### src/rtl/eoi_pkg.sv
package eoi_pkg;
  localparam int ENTRY_W  = 40;
  localparam int VID_LSB  = 0;
  localparam int VID_W    = 16;
  localparam int PID_LSB  = 16;
  localparam int PID_W    = 10;
  localparam int NTF_BIT  = 26;
  localparam int PRI_LSB  = 27;
  localparam int PRI_W    = 8;
  localparam int GRP_BIT  = 35;
  localparam int HW_BIT   = 36;
  localparam int PEND_BIT = 37;
  localparam int ACT_BIT  = 38;
  localparam int BP_W     = 3;
endpackage

### src/rtl/eoi_preempt.sv
module eoi_preempt
  import eoi_pkg::*;
(
  input  logic [PRI_W-1:0] prio,
  input  logic             grp,
  input  logic [BP_W-1:0]  bp0,
  input  logic [BP_W-1:0]  bp1,
  input  logic             bp_common,
  output logic [PRI_W-1:0] level
);
  logic [BP_W:0] shift;

  always_comb begin
    if (!grp)
      shift = {1'b0, bp0} + 1'b1;
    else if (bp_common)
      shift = (bp0 == {BP_W{1'b1}}) ? {1'b0, bp0} : {1'b0, bp0} + 1'b1;
    else
      shift = {1'b0, bp1};
    level = prio & ({PRI_W{1'b1}} << shift);
  end
endmodule

### src/rtl/eoi_match.sv
module eoi_match
  import eoi_pkg::*;
#(
  parameter int NLR = 4,
  localparam int IDX_W = (NLR > 1) ? $clog2(NLR) : 1,
  localparam int CNT_W = $clog2(NLR + 1)
) (
  input  logic [NLR*ENTRY_W-1:0] bank,
  input  logic [CNT_W-1:0]       used,
  input  logic [VID_W-1:0]       id,
  output logic                   found,
  output logic [IDX_W-1:0]       idx,
  output logic [ENTRY_W-1:0]     entry
);
  logic [NLR-1:0] hit;

  for (genvar g = 0; g < NLR; g++) begin : g_hit
    localparam logic [CNT_W-1:0] GI = CNT_W'(g);
    assign hit[g] = (GI < used)
                 && (bank[g*ENTRY_W+VID_LSB +: VID_W] == id)
                 && bank[g*ENTRY_W+ACT_BIT];
  end

  always_comb begin
    found = 1'b0;
    idx   = '0;
    for (int i = NLR - 1; i >= 0; i--) begin
      if (hit[i]) begin
        found = 1'b1;
        idx   = IDX_W'(i);
      end
    end
    entry = bank[idx*ENTRY_W +: ENTRY_W];
  end
endmodule

### src/rtl/eoi_deact_unit.sv
module eoi_deact_unit
  import eoi_pkg::*;
#(
  parameter int NLR      = 4,
  parameter int LPI_BASE = 8192,
  parameter int CNT_FW   = 5,
  localparam int IDX_W = (NLR > 1) ? $clog2(NLR) : 1,
  localparam int CNT_W = $clog2(NLR + 1)
) (
  input  logic                   clk,
  input  logic                   rst_n,
  input  logic                   eoi_valid,
  input  logic [VID_W-1:0]       eoi_id,
  input  logic                   eoi_grp,
  input  logic                   eoi_mode,
  input  logic [BP_W-1:0]        bp0,
  input  logic [BP_W-1:0]        bp1,
  input  logic                   bp_common,
  input  logic [PRI_W-1:0]       drop_prio,
  input  logic [NLR*ENTRY_W-1:0] lr_bank,
  input  logic [CNT_W-1:0]       lr_used,
  input  logic [NLR-1:0]         lr_live,
  input  logic                   uie,
  output logic                   drop_req,
  output logic                   wb_valid,
  output logic [IDX_W-1:0]       wb_idx,
  output logic [ENTRY_W-1:0]     wb_data,
  output logic [CNT_FW-1:0]      eoi_count,
  output logic                   pdeact_valid,
  output logic [PID_W-1:0]       pdeact_id,
  output logic                   maint_expect
);
  logic               found;
  logic [IDX_W-1:0]   hit_idx;
  logic [ENTRY_W-1:0] hit_entry;
  logic [PRI_W-1:0]   hit_level;
  logic               skip_deact;
  logic               wb_en_d, pd_en_d, inc_d;
  logic [ENTRY_W-1:0] wb_data_d;
  logic [NLR-1:0]     notify_live;

  eoi_match #(.NLR(NLR)) u_match (
    .bank(lr_bank), .used(lr_used), .id(eoi_id),
    .found(found), .idx(hit_idx), .entry(hit_entry)
  );

  eoi_preempt u_pre (
    .prio(hit_entry[PRI_LSB +: PRI_W]), .grp(eoi_grp),
    .bp0(bp0), .bp1(bp1), .bp_common(bp_common), .level(hit_level)
  );

  assign drop_req = eoi_valid;

  always_comb begin
    skip_deact = eoi_mode || (32'(eoi_id) >= LPI_BASE);
    inc_d      = eoi_valid && !skip_deact && !found;
    wb_en_d    = eoi_valid && !skip_deact && found
              && (hit_entry[GRP_BIT] == eoi_grp)
              && (hit_level == drop_prio);
    pd_en_d    = wb_en_d && hit_entry[HW_BIT];
    wb_data_d  = hit_entry;
    wb_data_d[ACT_BIT] = 1'b0;
  end

  always_ff @(posedge clk or negedge rst_n) begin
    if (!rst_n) begin
      wb_valid     <= 1'b0;
      pdeact_valid <= 1'b0;
      eoi_count    <= '0;
    end else begin
      wb_valid     <= wb_en_d;
      pdeact_valid <= pd_en_d;
      if (inc_d) eoi_count <= eoi_count + 1'b1;
    end
  end

  always_ff @(posedge clk or negedge rst_n) begin
    if (!rst_n) begin
      wb_idx    <= '0;
      wb_data   <= '0;
      pdeact_id <= '0;
    end else if (wb_en_d) begin
      wb_idx    <= hit_idx;
      wb_data   <= wb_data_d;
      pdeact_id <= hit_entry[PID_LSB +: PID_W];
    end
  end

  for (genvar g = 0; g < NLR; g++) begin : g_mi
    assign notify_live[g] = lr_live[g]
                         && lr_bank[g*ENTRY_W+NTF_BIT]
                         && !lr_bank[g*ENTRY_W+HW_BIT];
  end
  assign maint_expect = uie || (|notify_live);
endmodule

### config.mk
export PLATFORM = sky130hd
export DESIGN_NAME = eoi_deact_unit
export DESIGN_NICKNAME = d
export VERILOG_FILES = /design/src/rtl/eoi_pkg.sv /design/src/rtl/eoi_preempt.sv /design/src/rtl/eoi_match.sv /design/src/rtl/eoi_deact_unit.sv
export SDC_FILE = /design/constraint.sdc
export NUM_CORES = 1
export LEC_CHECK = 0
export BUFFER_PORTS_ARGS = -buffer_cell sky130_fd_sc_hd__buf_2
export CORE_MARGIN = 3
export CORE_UTILIZATION = 50
export DETAILED_ROUTE_END_ITERATION = 10
export PLACE_DENSITY = 0.89
export SYNTH_ARGS = -nofsm -noshare
export SYNTH_HDL_FRONTEND = slang
export SYNTH_SLANG_ARGS = --single-unit
### constraint.sdc
create_clock -name clk -period 2.2 [get_ports clk]
set_clock_uncertainty 0.05 [all_clocks]
set_input_delay 0.33 -clock clk [delete_from_list [all_inputs] [get_ports clk]]
set_output_delay 0.33 -clock clk [all_outputs]
set_load 0.1 [all_outputs]
==> impl_metrics.csv, run 1 <==
group,metric,value,unit
yosys,yosysSeqAreaShare,25.07,%
die,ios,265,
placed_design,finalWeightedCongestion,0.9368,
grt,grt_pass1_wl,33690,um
yosys,synthArstFlopShare,100.0,%
yosys,syn-num-nets,719,
detailed_routing,avgRoutedWirePerCell,26.96,um
grt,busiest_layer,"met2",
worst_setup_path,crit_chain,"buf_6 > buf_4 > xnor2_1 > nor4b_1 > and3_1 > and2_4 > a31oi_4 > o211ai_1 > o21ai_2 > a211oi_4 > o2111ai_4 > buf_12 > buf_12 > mux2_4",
timing,slew_headroom,56.26,%
layout,area_growth,74.31,%
detailed_routing,via_count,6545,
placed_design,port_buffers,263,
yosys,synthTopCellsByArea,"dfrtp_1 (25%), xor2_1 (10%), mux2_4 (10%)",
grt,use_met2,70.15,%
layout,fill_cells,409,
timing,worst_pin_slew,0.6539,ns
clocking,cts_sinks,48,
worst_setup_path,path_buf_inv,4,
placed_design,dp_hpwl,16000,um
clocking,clk-insertion-delay-late,0.31,ns
timing,fmax,0.2762,GHz
die,die_h,103.9,um
yosys,synth_cell_types,63,
pwr,power,0.002946,W
pwr,p_leak,4.393,nW
yosys,synth_area_leader_cell,"dfrtp_1",
timing,rsz0062_at_grt,"true",
yosys,yosys_register_bits,48,
grt,grt_pass1_vias,6423,
worst_setup_path,cp-start-kind,"input pin",
clocking,cts_buffers,5,
detailed_routing,wirelength,27280,um
timing,worst_slack,-1.421,ns
grt,grt_max_degree,34,
detailed_routing,drt_iter0_drc,674,
grt,use_met3,8.628,%
timing,finalHoldViolations,0,
worst_setup_path,cp.required,2.35,ns
yosys,syn-instance-count,511,
layout,final_common_cell,"buf_2",
timing,min_period_over_period,164.6,%
flow_run,cap_violations,0,
yosys,synth_edf_count,0,
clocking,cts_buffer_depth,2,
layout,design_area,8353,um^2
outcome,status,"finished, violations left",
detailed_routing,drc_errors,0,
detailed_routing,postRouteAntennaNets,0,
worst_setup_path,slowest_stage,"nor4b_1",
die,rows,35,
detailed_routing,dr.pass1.iters,7,
worst_setup_path,worst-path-max-fanout,8,
clocking,htreeDepth,2,
timing,fin_crit,3.621,ns
layout,postLayoutCoreUtil,89.97,%
hold_path,hold_class,"input pin to register",
yosys,yosys.area.top_type_share,25.07,%
layout,drive_above_1_share,65.34,%
pwr,peakVddDrop,0.7055,mV
grt,antenna_found_initial,4,
grt,grt_use_met1,41.52,%
worst_setup_path,path_class,"input pin to register",
yosys,synth-warning-count,0,
die,start_util,51.62,%
layout,nNetsFinal,1087,
clocking,clkSlewWorstSetupHoldPaths,0.10,ns
timing,drv_slew,0,
placed_design,place_area,6957,um^2
placed_design,place_ws,-1.534,ns
grt,track_usage,39.07,%
die,die_w,103.9,um
worst_setup_path,crit_top_cell,"buf_12",
yosys,syn_area,4792,um^2
worst_setup_path,crit_arrival,3.77,ns
yosys,avgSynthCellArea,9.378,um^2
layout,mostFrequentLayoutCells,"buf_2 (247), buf_4 (111), dfrtp_1 (48)",
die,dieArea,10800,um^2
clocking,cts_root_buffer,"clkbuf_8",
die,core_area,9284,um^2
worst_setup_path,endpoint_kind,"register",
grt,gr-total-overflow,0,
worst_setup_path,critPathTopFamily,"compound AO/OA/AOI/OAI gates",
worst_setup_path,slowest_delay,0.52,ns
outcome,violations,"setup timing",
yosys,ys.flop_type,"dfrtp_1",
clocking,cts_tree,"yes",
detailed_routing,vias_per_cell,6.467,
timing,finalSetupViolCount,48,
pwr,p_per_area,352.7,nW/um^2
-- worst min-delay path: cells and delay by family --
kind	cells	cell delay, ns
buffers and inverters	1	0.11
AO/OA/AOI/OAI	1	0.09
multiplexers	1	0.11
-- metal layers --
layer | up-vias | share of wire (%)
li1 | 2582 | -
met1 | 3005 | 31
met2 | 687 | 46
met3 | 269 | 12
met4 | 2 | 11
met5 | - | 0.040
-- sequential cells by signal, summed over array words and instances (netlist names) --
name,flops
wb_data,30
pdeact_id,9
eoi_count,5
wb_idx,2
pdeact_valid,1
wb_valid,1
-- synthesized netlist by cell type, types with 8 or more instances --
library cell	n
nand2_1	14
xor2_1	55
nand3_1	12
nor4_1	20
nor2_1	41
buf_4	12
nor3_1	10
dfrtp_1	48
mux2_4	32
o21ai_0	8
buf_2	12
mux2i_1	34
clkbuf_1	8
mux2_2	30
xnor2_1	18
a21oi_1	31
inv_1	18
-- kinds of logic after synthesis --
kind of cell,after synthesis,synth area share [%]
DFF,48,25.07
other,1,0.07825
adders and majority gates,4,1.044
and+or+nand+nor,143,16.48
buffers and inverters,56,6.423
xor gates and xnor gates,73,13.34
muxes,96,24.18
AOI/OAI and AO/OA,90,13.39
-- power by group --
part           internal, W  total, W  switching (W)
clock network     0.000343  0.000686       0.000343
logic             0.000519   0.00132       0.000803
registers         0.000907  0.000938      0.0000312
-- layout make-up --
type	instances	area [um^2]	area share (%)
inverter	18	67.56	0.8089
clock buffer	5	68.82	0.8238
timing repair buffer	399	2675	32.03
clock inverter	3	46.29	0.5542
sequential	48	1201	14.38
multi-input combinational	407	4125	49.39
antenna	3	7.507	0.08987
tap	129	161.4	1.932
-- through the flow --
| step | cells | hold slack [ns] | setup TNS (ns) |
|---|---|---|---|
| 4_1_cts | 1002 | 0.3203 | -39.97 |
| 3_5_place_dp | 972 | 0.2993 | -64.04 |
| 2_1_floorplan | 511 | -0.01559 | -35.34 |
| 3_3_place_gp | 972 | 0.2928 | -61.72 |
| 5_1_grt | 1012 | 0.3810 | -58.15 |
| 6_report | 1012 | 0.3375 | -59.15 |
-- timing repair --
item                       CTS  global route
hold endpoints to repair    22             0
hold buffers                 1             0
pin swaps                   30            42
setup buffers               18            15
cloned                       3             1
setup endpoints to repair   47            48
gates resized for setup    106            82
-- worst paths after layout --
kind / slack, ns / endpoint / cells past startpoint / start
min in group asynchronous: 0.50 / eoi_count[0]$_DFFE_PN0P_ / 2 / rst_n
worst max register to register: 1.05 / eoi_count[1]$_DFFE_PN0P_ / 2 / eoi_count[0]$_DFFE_PN0P_
worst min-delay path: 0.34 / wb_data[30]$_DFFE_PN0P_ / 3 / lr_bank[30]
max in group asynchronous: 1.03 / wb_data[7]$_DFFE_PN0P_ / 3 / rst_n
worst max-delay path: -1.42 / wb_data[8]$_DFFE_PN0P_ / 14 / eoi_id[0]
worst min register to register: 0.43 / eoi_count[4]$_DFFE_PN0P_ / 1 / eoi_count[4]$_DFFE_PN0P_
(Power assumes the default switching activity.)
==> run 2, diff against run 1 <==
CORE_UTILIZATION = 40   (was 50)
PLACE_DENSITY = 0.73   (was 0.89)
==> run 2 against run 1 <==
- the flow still finishes with violations (setup timing)
- sequential share of layout area is 0.13 points lower
- utilization is 17 points lower
- non-clock buffer count rose by 12
- critical path type unchanged
- critical endpoint is now pdeact_id[0]$_DFFE_PN0P_
- largest cell class unchanged
==> impl_metrics.csv, run 2 (synthesized netlist as in run 1, its figures left out) <==
group,metric,value,unit
outcome,status,"finished, violations left",
outcome,violations,"setup timing",
clocking,cts_tree,"yes",
pwr,pwr-share-comb,42.1,%
grt,grt_max_degree,39,
detailed_routing,wl_met3,1606,um
worst_setup_path,reg2regPathDepth,2,
worst_setup_path,path_class,"input pin to register",
layout,stdcell_count,1034,
die,start_util,41.44,%
detailed_routing,wl_met2,10920,um
layout,area_growth,75.85,%
layout,drive_above_1_share,65.10,%
detailed_routing,wirelength,22130,um
clocking,cts_sinks,48,
timing,rsz0062_at_grt,"true",
worst_setup_path,regToRegSetupSlack,1.06,ns
detailed_routing,postRouteAntennaNets,0,
die,ios,265,
die,die_h,115.5,um
timing,worst_pin_slew,0.6775,ns
worst_setup_path,endpoint_kind,"register",
pwr,power,0.002998,W
placed_design,dp_hpwl,15700,um
die,rows,39,
clocking,clkSlewWorstSetupHoldPaths,0.07,ns
layout,mostFrequentLayoutCells,"buf_2 (250), buf_4 (115), dfrtp_1 (48)",
grt,grt_pass1_vias,5904,
layout,largest_reg_flops,30,
clocking,clk-insertion-delay-late,0.28,ns
grt,track_usage,28.83,%
timing,slew_headroom,54.83,%
pwr,switching_share,37.19,%
placed_design,finalWeightedCongestion,0.9456,
timing,hold_ws,0.02842,ns
timing,finalHoldViolations,0,
timing,min_period_over_period,151.0,%
pwr,intPower,0.001883,W
clocking,cts_buffers,5,
detailed_routing,avgRoutedWirePerCell,21.40,um
timing,fin_setup_tns,-46.05,ns
pwr,p_sw,0.001115,W
worst_setup_path,cp.required,2.32,ns
detailed_routing,drt_iter0_drc,402,
layout,diodes,0,
clocking,cts_buffer_depth,2,
worst_setup_path,worst-path-max-fanout,7,
pwr,p_per_area,355.8,nW/um^2
clocking,htreeDepth,2,
layout,postLayoutCoreUtil,72.87,%
worst_setup_path,crit_arrival,3.44,ns
worst_setup_path,cp-start-kind,"input pin",
worst_setup_path,r2r-start,"eoi_count[0]$_DFFE_PN0P_",
timing,fmax,0.3011,GHz
layout,top_regs,"wb_data (30), pdeact_id (9), eoi_count (5)",
layout,final_common_cell,"buf_2",
clocking,cts_hold_buf,0,
placed_design,dp.cells,996,
pwr,peakVddDrop,0.3025,mV
grt,grt_pass1_wl,30040,um
placed_design,port_buffers,263,
pwr,p_clk_share,26.7,%
timing,drv_slew,0,
timing,worst_slack,-1.121,ns
layout,largest-register,"wb_data",
detailed_routing,dr.pass1.iters,5,
detailed_routing,vias_per_cell,5.749,
layout,nNetsFinal,1099,
die,core_area,11560,um^2
die,die_w,115.5,um
detailed_routing,wl_met1,8356,um
pwr,p_leak,4.421,nW
detailed_routing,top_layer,"met4",
clocking,cts_root_buffer,"clkbuf_16",
layout,fill_cells,759,
pwr,power_frac_seq,31.2,%
flow_run,cap_violations,0,
timing,finalSetupViolCount,47,
grt,gr-total-overflow,0,
detailed_routing,via_count,5944,
hold_path,hold_class,"input pin to asynchronous set/reset pin",
worst_setup_path,timing.rr.end,"eoi_count[1]$_DFFE_PN0P_",
grt,antenna_found_initial,0,
timing,fin_crit,3.321,ns
detailed_routing,drc_errors,0,
die,dieArea,13330,um^2
[run 2: worst max-delay path by stage]
| stage | to | slack (ns) | depth (start not counted) | from |
|---|---|---|---|---|
| final | pdeact_id[0]$_DFFE_PN0P_ | -1.12 | 14 | eoi_id[15] |
| after global routing | wb_data[26]$_DFFE_PN0P_ | -1.24 | 14 | eoi_id[15] |
| after CTS | wb_data[37]$_DFFE_PN0P_ | -0.97 | 14 | lr_bank[86] |
| after detailed placement | wb_data[8]$_DFFE_PN0P_ | -1.57 | 14 | lr_bank[92] |
| after global placement | wb_data[0]$_DFFE_PN0P_ | -1.42 | 14 | eoi_id[2] |
| after floorplan | pdeact_id[0]$_DFFE_PN0P_ | -0.87 | 14 | eoi_id[13] |
[run 2: power by group through the flow]
| stage | registers [W] | clock network, W | logic, W |
|---|---|---|---|
| 2_1_floorplan | 0.00113 | 0 | 0.000348 |
| 5_1_grt | 0.000942 | 0.000837 | 0.00133 |
| 3_3_place_gp | 0.000950 | 0 | 0.00100 |
| 3_5_place_dp | 0.000954 | 0 | 0.00103 |
| 6_report | 0.000936 | 0.000800 | 0.00126 |
| 4_1_cts | 0.000937 | 0.000801 | 0.00112 |
[run 2: worst max-delay path, stage by stage]
cell and delay (ns):
buf_2 0.23, xor2_2 0.15, buf_4 0.16, nor4_1 0.33, nand3_1 0.22, o2bb2ai_4 0.25, o31ai_2 0.11, or4_4 0.52
nand4_1 0.12, and4bb_1 0.24, o2111ai_4 0.14, buf_6 0.18, buf_12 0.14, mux2_4 0.30
[run 2: area by class of cell]
type,count,area [um^2],share of cell area [%]
Clock buffer,6,138.9,1.648
Clock inverter,1,8.758,0.1039
Inverter,18,67.56,0.8018
Multi-Input combinational cell,407,4083,48.45
Sequential cell,48,1201,14.25
Tap cell,143,178.9,2.123
Timing Repair Buffer,411,2749,32.62
[run 2: through the flow]
step / cell area [um^2] / setup slack, ns
floorplan: 4865 / -0.8710
global placement: 7062 / -1.422
detailed placement: 7062 / -1.569
CTS: 7866 / -0.9739
global route: 8427 / -1.242
finish: 8427 / -1.121
[run 2: routing by layer]
| metal | global-route usage (%) | vias to the layer above |
|---|---|---|
| met1 | 35.82 | 2853 |
| li1 | - | 2591 |
| met4 | 11.27 | 0 |
| met3 | 4.073 | 95 |
| met5 | 0 | - |
| met2 | 50.50 | 405 |
[run 2: what timing repair did]
| item | in CTS | in global routing |
|---|---|---|
| pin swaps | 23 | 30 |
| setup endpoints to repair | 48 | 48 |
| gates cloned | 3 | 1 |
| setup buffers | 16 | 17 |
| resized for setup | 91 | 87 |
